<file path="src/rtl/cpr_pkg.sv">
package cpr_pkg;
  // mode register bit positions (register 0)
  localparam int unsigned LOCK_BIT = 8;
  localparam int unsigned RDEN_BIT = 9;
  localparam int unsigned CART_BIT = 10;
  // width of the high slot address field taken from the first slot register
  localparam int unsigned SLOT_HI_W = 6;

  typedef enum logic [1:0] {
    SRC_BOOT = 2'd0,
    SRC_REGS = 2'd1,
    SRC_CART = 2'd2
  } rd_src_e;
endpackage

</file>
<file path="src/rtl/cpr_regfile.sv">
module cpr_regfile #(
  parameter int DATA_W = 16,
  parameter int REG_AW = 5
) (
  input  logic                clk,
  input  logic                rst_n,
  input  logic                wr_en,
  input  logic [REG_AW-1:0]   wr_idx,
  input  logic [DATA_W/8-1:0] wr_be,
  input  logic [DATA_W-1:0]   wr_data,
  output logic [DATA_W-1:0]   regs_q [1<<REG_AW],
  output logic                locked
);
  import cpr_pkg::*;

  localparam int NREG = 1 << REG_AW;
  localparam int BE_W = DATA_W / 8;

  logic [DATA_W-1:0] regs_d [NREG];
  logic              wr_ok;

  assign locked = regs_q[0][LOCK_BIT];

  // next-state: byte merge into the indexed register, register 1 bit 0 forced
  always_comb begin
    regs_d = regs_q;
    wr_ok  = wr_en && !locked;
    if (wr_ok) begin
      for (int b = 0; b < BE_W; b++) begin
        if (wr_be[b]) regs_d[wr_idx][b*8 +: 8] = wr_data[b*8 +: 8];
      end
      if (wr_idx == REG_AW'(1)) regs_d[1][0] = 1'b1;
    end
  end

  always_ff @(posedge clk or negedge rst_n) begin
    if (!rst_n) begin
      for (int i = 0; i < NREG; i++) regs_q[i] <= '0;
    end else if (wr_ok) begin
      regs_q <= regs_d;
    end
  end

  // once locked the mode register never changes and stays locked
  p_lock_freeze_r7: assert property (@(posedge clk) disable iff (!rst_n)
    locked |=> ($stable(regs_q[0]) && locked));

  // an accepted write to register 1 leaves bit 0 set
  p_reg1_bit0_r6: assert property (@(posedge clk) disable iff (!rst_n)
    (wr_en && !locked && wr_idx == REG_AW'(1)) |=> regs_q[1][0]);
endmodule

</file>
<file path="src/rtl/cpr_bus_decode.sv">
module cpr_bus_decode #(
  parameter int ADDR_W  = 24,
  parameter int REG_AW  = 5,
  parameter int BOOT_AW = 14,
  parameter int LOW_AW  = 16,
  parameter int PADDR_W = 22
) (
  input  logic [ADDR_W-1:1]  bus_addr,
  input  logic               cart_sel,
  input  logic               rden,
  output logic               low_hit,
  output logic [REG_AW-1:0]  reg_idx,
  output logic [BOOT_AW-1:0] boot_waddr,
  output logic [ADDR_W-2:0]  cart_waddr,
  output logic [PADDR_W-1:0] patch_waddr,
  output logic               patch_ok,
  output cpr_pkg::rd_src_e   rd_src
);
  import cpr_pkg::*;

  assign low_hit     = (bus_addr[ADDR_W-1:LOW_AW] == '0);
  assign reg_idx     = bus_addr[REG_AW:1];
  assign boot_waddr  = bus_addr[BOOT_AW:1];
  assign cart_waddr  = bus_addr[ADDR_W-1:1];
  assign patch_waddr = bus_addr[PADDR_W:1];
  assign patch_ok    = (bus_addr[ADDR_W-1:PADDR_W+1] == '0);

  always_comb begin
    if (!low_hit || cart_sel) rd_src = SRC_CART;
    else if (rden)            rd_src = SRC_REGS;
    else                      rd_src = SRC_BOOT;
  end
endmodule

</file>
<file path="src/rtl/cpr_patch_match.sv">
module cpr_patch_match #(
  parameter int NUM_SLOTS = 6,
  parameter int DATA_W    = 16,
  parameter int PADDR_W   = 22
) (
  input  logic               clk,
  input  logic               rst_n,
  input  logic               enable,
  input  logic               addr_ok,
  input  logic [PADDR_W-1:0] rd_waddr,
  input  logic [PADDR_W-1:0] slot_addr [NUM_SLOTS],
  input  logic [DATA_W-1:0]  slot_data [NUM_SLOTS],
  output logic               hit,
  output logic [DATA_W-1:0]  hit_data
);
  logic [NUM_SLOTS-1:0] slot_hit;

  // one comparator per slot, all in parallel
  for (genvar i = 0; i < NUM_SLOTS; i++) begin : g_cmp
    assign slot_hit[i] = enable && addr_ok && (slot_data[i] != '0) &&
                         (slot_addr[i] == rd_waddr);
  end

  // walk downward so the lowest index is written last and wins
  always_comb begin
    hit      = 1'b0;
    hit_data = '0;
    for (int i = NUM_SLOTS - 1; i >= 0; i--) begin
      if (slot_hit[i]) begin
        hit      = 1'b1;
        hit_data = slot_data[i];
      end
    end
  end

  // no substitution before lock
  p_unlocked_r11: assert property (@(posedge clk) disable iff (!rst_n)
    !enable |-> !hit);

  // a hit never delivers an empty slot
  p_hit_nonzero_r9: assert property (@(posedge clk) disable iff (!rst_n)
    hit |-> (hit_data != '0));
endmodule

</file>
<file path="src/rtl/cheat_patch_unit.sv">
module cheat_patch_unit #(
  parameter int ADDR_W    = 24,
  parameter int DATA_W    = 16,
  parameter int REG_AW    = 5,
  parameter int NUM_SLOTS = 6,
  parameter int BOOT_AW   = 14,
  parameter int LOW_AW    = 16,
  parameter int PADDR_W   = 22
) (
  input  logic               clk,
  input  logic               rst_n,
  input  logic               bus_valid,
  input  logic               bus_we,
  input  logic [ADDR_W-1:1]  bus_addr,
  input  logic [DATA_W/8-1:0] bus_be,
  input  logic [DATA_W-1:0]  bus_wdata,
  output logic [DATA_W-1:0]  bus_rdata,
  output logic               bus_ready,
  output logic [BOOT_AW-1:0] boot_rom_addr,
  input  logic [DATA_W-1:0]  boot_rom_data,
  output logic [ADDR_W-2:0]  cart_rom_addr,
  input  logic [DATA_W-1:0]  cart_rom_data
);
  import cpr_pkg::*;

  localparam int NREG   = 1 << REG_AW;
  localparam int LO_W   = PADDR_W - SLOT_HI_W;

  // reset: asserted asynchronously, released on a clock edge
  logic [1:0] rst_pipe;
  logic       rst_n_int;
  always_ff @(posedge clk or negedge rst_n) begin
    if (!rst_n) rst_pipe <= '0;
    else        rst_pipe <= {rst_pipe[0], 1'b1};
  end
  assign rst_n_int = rst_pipe[1];

  logic [DATA_W-1:0]  regs_q [NREG];
  logic               locked;
  logic               low_hit;
  logic [REG_AW-1:0]  reg_idx;
  logic [PADDR_W-1:0] patch_waddr;
  logic               patch_ok;
  rd_src_e            rd_src;
  logic [PADDR_W-1:0] slot_addr [NUM_SLOTS];
  logic [DATA_W-1:0]  slot_data [NUM_SLOTS];
  logic               hit;
  logic [DATA_W-1:0]  hit_data;
  logic               wr_req;
  logic               rd_fire;
  logic [DATA_W-1:0]  rdata_d;
  logic [DATA_W-1:0]  rdata_q;
  logic               ready_q;

  assign wr_req  = bus_valid && bus_we && low_hit;
  assign rd_fire = bus_valid && !bus_we;

  cpr_regfile #(.DATA_W(DATA_W), .REG_AW(REG_AW)) u_regs (
    .clk     (clk),
    .rst_n   (rst_n_int),
    .wr_en   (wr_req),
    .wr_idx  (reg_idx),
    .wr_be   (bus_be),
    .wr_data (bus_wdata),
    .regs_q  (regs_q),
    .locked  (locked)
  );

  cpr_bus_decode #(
    .ADDR_W(ADDR_W), .REG_AW(REG_AW), .BOOT_AW(BOOT_AW),
    .LOW_AW(LOW_AW), .PADDR_W(PADDR_W)
  ) u_dec (
    .bus_addr    (bus_addr),
    .cart_sel    (regs_q[0][CART_BIT]),
    .rden        (regs_q[0][RDEN_BIT]),
    .low_hit     (low_hit),
    .reg_idx     (reg_idx),
    .boot_waddr  (boot_rom_addr),
    .cart_waddr  (cart_rom_addr),
    .patch_waddr (patch_waddr),
    .patch_ok    (patch_ok),
    .rd_src      (rd_src)
  );

  // slot i: high address bits, low address bits, data in three consecutive registers
  for (genvar i = 0; i < NUM_SLOTS; i++) begin : g_slot
    assign slot_addr[i] = {regs_q[3*i+2][SLOT_HI_W-1:0], regs_q[3*i+3][LO_W-1:0]};
    assign slot_data[i] = regs_q[3*i+4];
  end

  cpr_patch_match #(
    .NUM_SLOTS(NUM_SLOTS), .DATA_W(DATA_W), .PADDR_W(PADDR_W)
  ) u_match (
    .clk       (clk),
    .rst_n     (rst_n_int),
    .enable    (locked),
    .addr_ok   (patch_ok),
    .rd_waddr  (patch_waddr),
    .slot_addr (slot_addr),
    .slot_data (slot_data),
    .hit       (hit),
    .hit_data  (hit_data)
  );

  always_comb begin
    case (rd_src)
      SRC_CART: rdata_d = hit ? hit_data : cart_rom_data;
      SRC_REGS: rdata_d = regs_q[reg_idx];
      default:  rdata_d = boot_rom_data;
    endcase
  end

  always_ff @(posedge clk or negedge rst_n_int) begin
    if (!rst_n_int) begin
      ready_q <= 1'b0;
      rdata_q <= '0;
    end else begin
      ready_q <= bus_valid;
      if (rd_fire) rdata_q <= rdata_d;
    end
  end

  assign bus_ready = ready_q;
  assign bus_rdata = rdata_q;

  // a request is answered in the following cycle
  p_ready_follows_r1: assert property (@(posedge clk) disable iff (!rst_n_int)
    bus_valid |=> bus_ready);

  // no ready without a request
  p_ready_idle_r1: assert property (@(posedge clk) disable iff (!rst_n_int)
    !bus_valid |=> !bus_ready);

  // a patched cartridge read returns the slot word
  p_patch_word_r8: assert property (@(posedge clk) disable iff (!rst_n_int)
    (rd_fire && rd_src == SRC_CART && hit) |=> (bus_rdata == $past(hit_data)));

  // boot-sourced reads return the boot ROM word
  p_boot_word_r5: assert property (@(posedge clk) disable iff (!rst_n_int)
    (rd_fire && rd_src == SRC_BOOT) |=> (bus_rdata == $past(boot_rom_data)));
endmodule

</file>
<file path="config.mk">
export PLATFORM = sky130hd
export DESIGN_NAME = cheat_patch_unit
export DESIGN_NICKNAME = d
export VERILOG_FILES = /design/src/rtl/cpr_pkg.sv /design/src/rtl/cpr_regfile.sv /design/src/rtl/cpr_bus_decode.sv /design/src/rtl/cpr_patch_match.sv /design/src/rtl/cheat_patch_unit.sv
export SDC_FILE = /design/constraint.sdc
export NUM_CORES = 1
export LEC_CHECK = 0
export BUFFER_PORTS_ARGS = -buffer_cell sky130_fd_sc_hd__buf_2
export CORE_ASPECT_RATIO = 0.6
export CORE_MARGIN = 3
export CORE_UTILIZATION = 30
export DETAILED_ROUTE_END_ITERATION = 12
export GPL_ROUTABILITY_DRIVEN = 0
export GPL_TIMING_DRIVEN = 0
export PLACE_DENSITY = 0.5
export SETUP_SLACK_MARGIN = 0.05
export SYNTH_ARGS = -nofsm -noshare
export SYNTH_HDL_FRONTEND = slang
export SYNTH_SLANG_ARGS = --single-unit
export TNS_END_PERCENT = 50
</file>
<file path="constraint.sdc">
create_clock -name clk -period 15.9 [get_ports clk]
set_input_delay 0.795 -clock clk [delete_from_list [all_inputs] [get_ports clk]]
set_output_delay 0.795 -clock clk [all_outputs]
set_load 0.01 [all_outputs]
</file>
* Word-level counts from Yosys, hierarchy flattened *
Index checks and enable logic that the tools add are counted.

word-level totals
  register bits = 531
  bits of input ports = 77
  output and inout bits = 54

cells by class
  magnitude comparators = 2
  equality and inequality tests = 9
  multiplexer cells = 29
  bitwise operators = 2
  reductions and logical operators = 29

operators by type and width
  operator                                                              count
  512-bit two-way mux                                                   3
  512-bit bitwise mux                                                   2
  16-bit demux with 5-bit select                                        2
  16-bit two-way mux                                                    10
  22-bit == test                                                        6
  16-bit nonzero test                                                   6
  16-bit binary-select mux with 5-bit select                            1
  16-bit case mux with 2 select lines                                   1
  1-bit logical AND                                                     18
  8-bit logical NOT                                                     1
  1-bit two-way mux                                                     8
  8-bit two-way mux                                                     1
  6-bit greater-or-equal comparator, second input constant              1
  6-bit by 1-bit < comparator with 1-bit output, second input constant  1
  5-bit inverter with 6-bit output                                      1
  5-bit by 1-bit == test with 1-bit output, second input constant       1
  1-bit logical NOT                                                     3
  2-bit by 1-bit == test with 1-bit output, second input constant       1
  2-bit == test, second input constant                                  1
  2-bit two-way mux                                                     1
  1-bit logical OR                                                      1
  1-bit inverter                                                        1

* Logic depth before layout (Yosys ltp) *
  depth after elaboration = 12
  depth in mapped cells = 12

* Modules after synthesis *
A second synthesis with hierarchy kept.

second synthesis, totals
  cells, all modules = 2329
  area, all modules = 28961.5 um^2

by module, submodules not included
  module            times used  cells an instance  area each (um^2)  seq. area each (um^2)
  cpr_regfile       1           1197               19661.4           12812.3
  cheat_patch_unit  1           674                6043.3            475.5
  cpr_patch_match   1           387                2737.6            0.0
  cpr_bus_decode    1           71                 519.2             0.0

* Worst setup path before layout *
No wires, ideal clock.

  kind = input to register
  start point = in bus_addr[1] in the netlist's numbering
  end point = reg rdata_q[13], in the netlist bus_rdata[13]
  library setup time = 0.135 ns
  arrival = 2.759 ns
  data required time = 15.765 ns
  slack = 13.006 ns
  cell stages on the path = 10
  buffers on the path = 5
  cells stage by stage = buf_4 -> buf_4 -> buf_4 -> buf_2 -> buf_2 -> mux4_2 -> a221oi_1 -> o21ai_0 -> o221ai_1 -> a32oi_1

between the ends
  word-level cells in the longest chain between the ends = 10
  elaborated cells between the ends (all ways) = 30

RTL lines
  what                                                                          line                     source
  from (decl)                                                                   cheat_patch_unit.sv:14   input logic [ADDR_W-1:1] bus_addr,
  22-bit == test                                                                cpr_patch_match.sv:21    (slot_addr[i] == rd_waddr);
  1-bit logical AND                                                             cpr_patch_match.sv:20    assign slot_hit[i] = enable && addr_ok && (slot_data[i] != '0) &&
  16-bit two-way mux / 1-bit two-way mux (equally long branches) (6 in series)  cpr_patch_match.sv:29    if (slot_hit[i]) begin
  16-bit two-way mux                                                            cheat_patch_unit.sv:107  SRC_CART: rdata_d = hit ? hit_data : cart_rom_data;
  16-bit case mux with 2 select lines *                                         cheat_patch_unit.sv:106  case (rd_src)
  to (signal assigned)                                                          cheat_patch_unit.sv:119  if (rd_fire) rdata_q <= rdata_d;
  to (decl)                                                                     cheat_patch_unit.sv:52   logic [DATA_W-1:0] rdata_q;

Mark *: on every way between the ends. The rest lies on a longest branch, timed or not. The select of a mux whose other input is x is not followed.
A chain may end at the register's enable or synchronous reset.

* Worst setup path in the final report *
  start point = in bus_addr[2] in the netlist's numbering
  end point = reg rdata_q[9], in the netlist bus_rdata[9]

The elaborated chain is that of the path after synthesis.

==> reports/metrics.yaml <==
power_and_ir_drop:
  p_seq_frac: 0.469
  pwr-share-comb: 0.086
  finalPower_mw: 2.91
  power.density_nw_per_um2: 91.6
  p_clk_frac: 0.445
  power_switching_mw: 0.766
  p_leak_nw: 14.2
  power.internal_mw: 2.14
  vdd_ir_drop_max_mv: 0.0730
  swShare: 0.263
synthesis:
  syn_area_um2: 27700
  yosys-top-cells-area: "dfrtp_1 (48%), mux2_2 (20%), mux4_2 (10%)"
  yosysTopAreaCell: "dfrtp_1"
  synth.distinct_cells: 64
  synth-seq-cells: 531
  syn_avg_cell_area_um2: 13.7
  ys.flop_type: "dfrtp_1"
  yosys.area.top_type_share: 0.480
  synthArstFlopShare: 1.00
  synthesis.nets: 2102
  ys.warnings.count: 0
  yosysSeqAreaShare: 0.480
  syn_inst: 2025
  synth_edf_count: 0
critical_path:
  slowest_stage: "clkbuf_1"
  critPathLaunchType: "input pin"
  crit_type: "in2reg"
  end_kind: "flop"
  cp.arrival_ns: 5.08
  crit_buf_inv: 4
  cpMostUsedCell: "buf_2"
  crit_chain: "buf_2 -> buf_2 -> buf_2 -> clkbuf_1 -> mux4_2 -> a221oi_1 -> o21ai_0 -> o221ai_1 -> a32oi_1"
  critPathTopFamily: "buffers and inverters"
  crit_path_max_incr_delay_ns: 1.10
  worstPathRequired_ns: 16.34
  crit_fanout: 11
final_layout:
  final_nets: 2276
  final_common_cell: "dfrtp_1"
  stdcell_area_um2: 31800
  mostFrequentLayoutCells: "dfrtp_1 (530), mux2_2 (494), buf_2 (145), mux4_2 (127), xnor2_1 (104)"
  syn_to_final_growth_pct: 14.6
  drive_gt1_frac: 0.452
timing:
  finalCriticalPeriod_ns: 4.64
  relSlewSlack: -0.0477
  finalSetupTns_ns: 0
  fmax_ghz: 0.216
  worst_pin_slew_ns: 1.56
  rsz0062_at_grt: "false"
  skew_ns: 0.0306
  hold_viol_final: 0
  fin_crit_sh: 0.292
  slew_viol_final: 8
  setup_viol: 0
drt:
  drtIter0Drc: 2672
  post_drt_wl_per_cell_um: 34.6
  first_pass_iters: 5
  ant_nets: 0
  vias_per_cell: 5.87
  wirelength_mm: 120
  drc: 0
  num_vias: 20300
global_route:
  antenna_found_initial: 13
  grt-ovfl-total: 0
  grt_max_degree: 71
  track_usage: 0.246
  grt_pass1_wl_mm: 164
  grt_pass1_vias: 20000
clock_tree:
  clock_sinks: 531
  path_clk_slew_ns: 0.07
  cts_buffers: 51
  clk_latency_ns: 0.63
  cts_root_buffer: "clkbuf_16"
  cts_max_path_buffers: 3
  cts_tree: "built"
  htree_levels: 2
  cts_resized: 0
placed_design:
  port_buffers: 108
  dpl.hpwl_mm: 90.4
  placed_cell_area_um2: 30000
floorplan:
  start_util: 0.306
  design.core.area_um2: 90600
  placementRows: 85
  die_area_um2: 96100
  die_h_um: 241
  fp.dieW_um: 398
  ios: 131
job:
  max-cap-violations: 1
outcome:
  status: "finished, violations left"
  violations: "capacitance limit, slew limit"
worst_hold_path:
  hold_class: "reg2async"
## synthesized netlist by cell type, drive strengths merged (3+ instances only)
library cell / instances
nand3: 45
a21boi: 9
a21oi: 23
o221ai: 15
nor4: 34
buf: 99
a22oi: 24
mux4: 127
a221oi: 13
nor2b: 8
mux2: 510
nor3b: 16
and2: 21
a32oi: 15
o21ai: 10
nor3: 37
xnor2: 108
nand4: 35
and3b: 3
mux2i: 17
o311ai: 15
and3: 7
o2111ai: 3
a31oi: 16
nand2b: 6
nand2: 69
dfrtp: 531
xor2: 24
clkbuf: 92
nor2: 67
o211ai: 8
## layout make-up
| cell class | instances | area [um2] |
|---|---|---|
| well taps | 1218 | 1520 |
| multi-input cells | 1301 | 13200 |
| flip-flops and latches | 531 | 13300 |
| plain buffers | 191 | 1160 |
| clock buffers | 77 | 1510 |
| clock inverters | 14 | 189 |
| inverters | 2 | 7.51 |
| repair buffers | 121 | 793 |
| diodes | 11 | 27.5 |
| fillers | 8847 | 58900 |
## power groups by stage
stage | Sequential, mW | Clock (mW) | Combinational (mW)
finish | 1.36 | 1.29 | 0.250
floorplan | 1.41 | 0 | 0.0995
detailed placement | 1.39 | 0 | 0.244
global placement | 1.41 | 0 | 0.209
global route | 1.36 | 1.36 | 0.258
CTS | 1.36 | 1.30 | 0.245
## metal layers
layer / global-route usage / share of wire
met2: 0.321 / 0.38
met5: 0 / 0.000083
met4: 0.0425 / 0.018
met1: 0.368 / 0.46
met3: 0.114 / 0.14
## worst paths after layout
| check | from | end | slack [ns] | depth (start not counted) |
|---|---|---|---|---|
| setup / recovery | bus_addr[2] | bus_rdata[9] | 11.26 | 9 |
| hold / removal | rst_pipe[1] | u_regs.regs_q[471] | 0.29 | 0 |
| setup reg to reg | u_regs.locked | bus_rdata[7] | 12.26 | 9 |
| hold reg to reg | rst_pipe[1] | u_regs.regs_q[471] | 0.29 | 0 |
| max in group asynchronous | rst_pipe[1] | u_regs.regs_q[192] | 13.74 | 4 |
| min in group clk | bus_valid | bus_ready | 0.34 | 1 |
## timing repair
item | 4_1_cts | 5_1_grt
buffers inserted | 0 | 0
hold buffers | 1 | 0
endpoints found under the hold margin | 2 | 0
## flip-flops by register name, indices dropped and copies added (netlist names)
register       count
bus_rdata         16
bus_ready          1
rst_pipe           2
u_regs.locked      1
u_regs.regs_q    511
## kinds of logic (layout without fill, tap and decap cells)
family                    count (synthesis)  after routing  share of synthesized area
AOI/OAI and AO/OA                       156            156                     0.0431
xor gates and xnor gates                132            132                     0.0428
buffers and inverters                   193            405                     0.0423
DFF                                     531            531                      0.480
muxes                                   654            654                      0.317
other                                     1             12                   0.000135
and+or+nand+nor                         358            358                     0.0753
## per-stage QoR
stage | hold WS, ns | utilization | instances | setup WS (ns)
after CTS | 0.313 | 0.350 | 3455 | 11.54
after global placement | 0.337 | 0.329 | 3351 | 3.74
after floorplan | 0.331 | - | 2025 | 7.26
after global routing | 0.334 | 0.350 | 3455 | 11.25
final | 0.294 | 0.350 | 3466 | 11.26
after detailed placement | 0.305 | 0.331 | 3363 | 10.92
Note: power is estimated with default switching activity, not from simulation.
